## src/rtl/ca_pkg.sv

```systemverilog
package ca_pkg;
    localparam int NBR_W  = 3;
    localparam int RULE_W = 1 << NBR_W;
    typedef logic [RULE_W-1:0] rule_t;
    typedef logic [NBR_W-1:0]  nbr_t;
endpackage

```

## src/rtl/ca_cell.sv

```systemverilog
module ca_cell
    import ca_pkg::*;
(
    input  logic  left_i,
    input  logic  self_i,
    input  logic  right_i,
    input  rule_t rule_i,
    output logic  next_o
);
    nbr_t idx;
    assign idx    = {left_i, self_i, right_i};
    assign next_o = rule_i[idx];
endmodule

```

## src/rtl/ca_uniform.sv

```systemverilog
module ca_uniform #(
    parameter int WIDTH = 56
) (
    input  logic [WIDTH-1:0] vec_i,
    output logic             all_zero_o,
    output logic             all_one_o
);
    assign all_zero_o = ~|vec_i;
    assign all_one_o  = &vec_i;
endmodule

```

## src/rtl/ca_ring.sv

```systemverilog
module ca_ring
    import ca_pkg::*;
#(
    parameter int N_CELLS = 56,
    localparam int ADDR_W = (N_CELLS > 1) ? $clog2(N_CELLS) : 1
) (
    input  logic               clk,
    input  logic               rst,
    input  logic               step,
    input  logic               state_we,
    input  logic [N_CELLS-1:0] state_in,
    input  logic               rule_we,
    input  logic               rule_bcast,
    input  logic [ADDR_W-1:0]  rule_addr,
    input  logic [RULE_W-1:0]  rule_in,
    output logic [N_CELLS-1:0] cells,
    output logic               sync,
    output logic               sync_val
);
    typedef struct packed {
        logic [N_CELLS-1:0]  cells;
        rule_t [N_CELLS-1:0] rules;
    } ring_regs_t;

    ring_regs_t regs_d, regs_q;
    logic [N_CELLS-1:0] stepped;
    logic all_zero, all_one;

    // neighbourhood lookup for each cell, ends wrap around
    for (genvar g = 0; g < N_CELLS; g++) begin : g_cell
        localparam int LEFT  = (g + N_CELLS - 1) % N_CELLS;
        localparam int RIGHT = (g + 1) % N_CELLS;
        ca_cell u_cell (
            .left_i (regs_q.cells[LEFT]),
            .self_i (regs_q.cells[g]),
            .right_i(regs_q.cells[RIGHT]),
            .rule_i (regs_q.rules[g]),
            .next_o (stepped[g])
        );
    end

    ca_uniform #(.WIDTH(N_CELLS)) u_uniform (
        .vec_i     (regs_q.cells),
        .all_zero_o(all_zero),
        .all_one_o (all_one)
    );

    always_comb begin
        regs_d = regs_q;
        if (step) begin
            regs_d.cells = stepped;
        end else begin
            if (state_we) regs_d.cells = state_in;
            if (rule_we) begin
                for (int i = 0; i < N_CELLS; i++) begin
                    if (rule_bcast || (rule_addr == ADDR_W'(i)))
                        regs_d.rules[i] = rule_in;
                end
            end
        end
    end

    always_ff @(posedge clk) begin
        if (rst) regs_q <= '0;
        else     regs_q <= regs_d;
    end

    assign cells    = regs_q.cells;
    assign sync     = all_zero | all_one;
    assign sync_val = all_one;
endmodule

```

## config.mk

```make
export PLATFORM = sky130hd
export DESIGN_NAME = ca_ring
export DESIGN_NICKNAME = d
export VERILOG_FILES = /design/src/rtl/ca_pkg.sv /design/src/rtl/ca_cell.sv /design/src/rtl/ca_uniform.sv /design/src/rtl/ca_ring.sv
export SDC_FILE = /design/constraint.sdc
export NUM_CORES = 1
export LEC_CHECK = 0
export ABC_AREA = 1
export CAP_MARGIN = 20
export CELL_PAD_IN_SITES_DETAIL_PLACEMENT = 0
export CELL_PAD_IN_SITES_GLOBAL_PLACEMENT = 2
export CORE_MARGIN = 3
export CORE_UTILIZATION = 35
export DETAILED_ROUTE_END_ITERATION = 7
export DONT_BUFFER_PORTS = 1
export GPL_TIMING_DRIVEN = 0
export PLACE_DENSITY = 0.88
export RECOVER_POWER = 100
export SLEW_MARGIN = 20
export SYNTH_ARGS = -nofsm -noshare
export SYNTH_HDL_FRONTEND = slang
export SYNTH_SLANG_ARGS = --single-unit
```

## constraint.sdc

```tcl
create_clock -name clk -period 1.9 [get_ports clk]
set_clock_uncertainty 0.2 [all_clocks]
set_input_delay 0.095 -clock clk [delete_from_list [all_inputs] [get_ports clk]]
set_output_delay 0.095 -clock clk [all_outputs]
set_load 0.03 [all_outputs]
```

After elaboration in Yosys (flattened, before gate mapping) --
Cells that the tools add are included.
Word-level totals: flip-flop bits (word level) 504, input port bits 76, output and inout bits 58, word-level logic and storage cells 401
Operators by class: order comparisons 56, equality and inequality tests 55, mux-type cells 114, bitwise logic cells 2, reductions and logical operators 117
Operator list (count):
- less-than comparator 3 x 4 -> 1 bit, second input constant | 56
- binary-select mux 1 bit (select 3 bit) | 56
- AND reduction 3 bit | 56
- equality test 6 bit, second input constant | 24
- 2-to-1 mux 56 bit | 2
- equality test 6 x 5 -> 1 bit, second input constant | 16
- logical OR 1 bit | 56
- 2-to-1 mux 1 bit | 56
- AND reduction 56 bit | 1
- OR reduction 56 bit | 1
- equality test 6 x 4 -> 1 bit, second input constant | 8
- equality test 6 x 3 -> 1 bit, second input constant | 4
- equality test 6 x 2 -> 1 bit, second input constant | 2
- equality test 6 x 1 -> 1 bit, second input constant | 1
- zero test 6 bit | 1
- nonzero test 2 bit | 1
- zero test 1 bit | 1
- NOT 1 bit | 1
- bitwise OR 1 bit | 1

Depth between registers and ports, before layout --
depth in word-level cells 3, depth in mapped cells 8

Modules after synthesis --
Synthesis repeated with hierarchy kept, for this count alone.
Unflattened totals: cell total of the unflattened synthesis 4850, area, all modules 28812.6 um2
By module, submodules not included:
- ca_ring | times used 1, cells an instance 3163, area an instance 22181.3 um2, sequential area each 10089.7 um2
- ca_cell | times used 56, cells an instance 28, area an instance 110.1 um2, sequential area each 0.0 um2
- ca_uniform | times used 1, cells an instance 119, area an instance 465.4 um2, sequential area each 0.0 um2

Worst setup path before layout --
Ideal clock, no wire load.
path type reg2out, start register regs_q[481] (netlist: cells[33]), end output port sync, data arrival time 1.371 ns, required time 1.605 ns, path slack 0.234 ns, stages on the path, launching flop included 7, path buffers 1, path through dfxtp_1 -> clkbuf_1 -> nand4_1 -> or2_2 -> nor2_1 -> nand2_1 -> nand2_1
On the way: word-level cells in the longest chain between the ends 3
RTL lines:
- from (decl) | RTL line ca_ring.sv:25 | ring_regs_t regs_d, regs_q;
- from (signal assigned) | RTL line ca_ring.sv:65 | else regs_q <= regs_d;
- OR reduction 56 bit | RTL line ca_uniform.sv:8 | assign all_zero_o = ~|vec_i;
- zero test 1 bit | RTL line ca_uniform.sv:8
- bitwise OR 1 bit * | RTL line ca_ring.sv:69 | assign sync = all_zero | all_one;
- to (decl) | RTL line ca_ring.sv:17 | output logic sync,
Every way passes the cells marked *; elsewhere a longest branch is shown, timed or not.

Final worst setup path --
start register regs_q[460] (netlist: cells[12]), end output port sync
The elaborated chain is that of the path after synthesis.

==> out/results.ini <==
[run_status]
outcome = complete, but fails checks
violations = setup timing

[setup_path]
crit_required_ps = 1600
critPathKind = reg2out
r2r_start = cells[35]
startpoint = cells[12]
slowest_delay_ps = 340
cp-start-kind = register
critical_path.cell_chain = buf_6, clkinv_4, nor3_2, nand3_2, nor2_4, nand2_4, nand2_8
endpoint_kind = output pin
worstPathMaxFanout = 9
cpMaxStageDelayCell = dfxtp_1
worstPathArrival_ps = 2010

[yosys]
async_reset_ff_share_pct = 0
synth.distinct_cells = 26
synth_top_area_share_pct = 37.39
syn_nets = 4350
avgSynthCellArea_um2 = 6.314
synth_common_cells = 1,025 x nand2_1, 718 x nand3_1, 520 x nor2_1
ys_seq_elements = 504
netlist_area_um2 = 26990
synthTopCellsByArea = dfxtp_1 37%, nand2_1 14%, nand3_1 13%
synth.most_common_cell = nand2_1
synthCells = 4274
synth_top_cell_by_area = dfxtp_1
dominantRegCellSynth = dfxtp_1
seq_area_frac_synth_pct = 37.39
synth-edff-count = 0
ys_warn_count = 0

[cts]
clk_latency_ps = 640
cts-htree-levels = 2
cts_buffers = 60
cts_tree = done
clkSlewWorstSetupHoldPaths_ps = 50
clock-sinks = 504
clock_path_buffers = 3
cts-root-buf = clkbuf_16

[detailed_routing]
drt_iter0_markers = 2274
routed_wirelength_um = 106600
ant_nets = 0
drt_pass1_iterations = 5
dr_total_vias = 28370
avgRoutedWirePerCell_um = 18.93
drc = 0
vias_per_cell = 5.037

[sta]
setup_viol_count_final = 7
rsz0062_at_grt = true
holdWs_ps = 32.44
relSlewSlack_pct = 29.69
fin_crit_sh_pct = 121.3
slew_viol_final = 0
tns_ps = -902.9
post-route-min-period_ps = 2306
fmax_mhz = 433.7
finalHoldViolCount = 0
fin_ws_ps = -405.5
worst_pin_slew_ps = 1055

[die]
die_area_um2 = 80470
die_w_um = 283.7
num_rows = 101
core_um2 = 76200
die_y_um = 283.7
io_pins = 134
start_util_pct = 35.41

[placement]
dp_slack_ps = -899.1
placed_cells = 5304
port_buffers = 0
dp_hpwl_um = 69870
gp_congestion = 0.8379

[layout]
fillerInstances = 8379
seq_area_um2 = 10130
layout.nets = 4636
multi_input_area_um2 = 13560
drive_above_1_share_pct = 11.47
area_growth_pct = 21.87
stdcell_count = 5632

[flow_run]
maxCapViolations = 0

[worst_hold_path]
hp-start = state_we
hp-class = in2reg

[global_route]
grt_max_degree = 15
grt_pass1_vias = 26810
track_usage_pct = 25.73
grt-ovfl-total = 0
grt_antenna_before_repair = 6
grt_pass1_wl_um = 162600

[pwr]
leakage_uw = 0.01382
p_total_uw = 28940
powerDensity_nw_per_um2 = 880.0
ir_drop_uv = 761.0

## worst max-delay path: cells and delay by family (launching register included)
kind,cells,cell delay (ps)
simple gates,5,800
buf+inv,2,230
flops,1,340
## sequential cells by signal, indices dropped and copies added, names as in the netlist
register / count
regs_q: 448
cells: 56
## cells by family after synthesis
kind of cell           count (synthesis)  synth area share [%]
AND/OR/NAND/NOR                     2309                 35.91
buffers and inverters                845                 13.21
AO/OA/AOI/OAI                        616                 13.49
flip-flops                           504                 37.39
## through the flow
| stage | util, % | instance area (um2) |
|---|---|---|
| 2_1_floorplan | - | 26990 |
| 3_3_place_gp | 37.10 | 28270 |
| 3_5_place_dp | 37.11 | 28280 |
| 4_1_cts | 43.01 | 32770 |
| 5_1_grt | 43.14 | 32870 |
| 6_report | 43.16 | 32890 |
## repair_timing
| action | 4_1_cts | 5_1_grt |
|---|---|---|
| hold buffers | 116 | 1 |
| cloned | 1 | 0 |
| pin swaps | 18 | 27 |
| buffers inserted | 87 | 30 |
| setup endpoints to repair | 92 | 196 |
| gates resized for setup | 257 | 100 |
| hold endpoints to repair | 431 | 1 |
## path summary, 6_finish.rpt
check / end / slack, ps / cells after the start
max: sync / -410 / 7
min: cells[27] / 30 / 3
max reg2reg: cells[35] / 110 / 5
min reg2reg: regs_q[129] / 270 / 2
## cells in the final DEF (no fill, tap or decap), types with 5 or more instances in the layout
cell type / count
clkbuf_8: 28
nand4_1: 18
o211ai_1: 56
dfxtp_2: 24
inv_2: 24
nor2_1: 509
nand2_1: 1015
inv_1: 405
buf_8: 9
clkbuf_16: 61
dlygate4sd3_1: 109
clkinvlp_4: 32
clkinv_2: 6
nand2_2: 19
clkinv_4: 10
nor3_4: 5
o21ai_2: 9
nor2_2: 12
buf_1: 50
clkbuf_2: 13
clkbuf_1: 196
buf_2: 22
nand3_1: 714
o21ai_0: 73
diode_2: 6
a21oi_1: 432
o21ai_4: 38
o21ai_1: 8
buf_6: 17
buf_4: 163
dfxtp_1: 476
## where the power goes
group / internal, uW / switching, uW
clock: 6660 / 4770
sequential: 11200 / 357
combinational: 2060 / 3900
## routing by layer
metal,vias to the layer above,share of wire (%),GRT usage (%)
li1,14160,-,-
met3,161,5.0,3.084
met5,-,0.051,0
met2,711,47,43.21
met1,13330,46,34.70
met4,8,2.5,7.407
## cell type report
cell class / instances / share of cell area, %
Multi-Input combinational cell: 2925 / 41.22
Inverter: 478 / 6.049
Clock inverter: 10 / 0.3881
Buffer: 358 / 6.030
Timing Repair Buffer: 233 / 6.220
Sequential cell: 504 / 30.82
Tap cell: 1030 / 3.919
Clock buffer: 88 / 5.315
Antenna cell: 6 / 0.04565
Power figures use the tool's default switching activity.
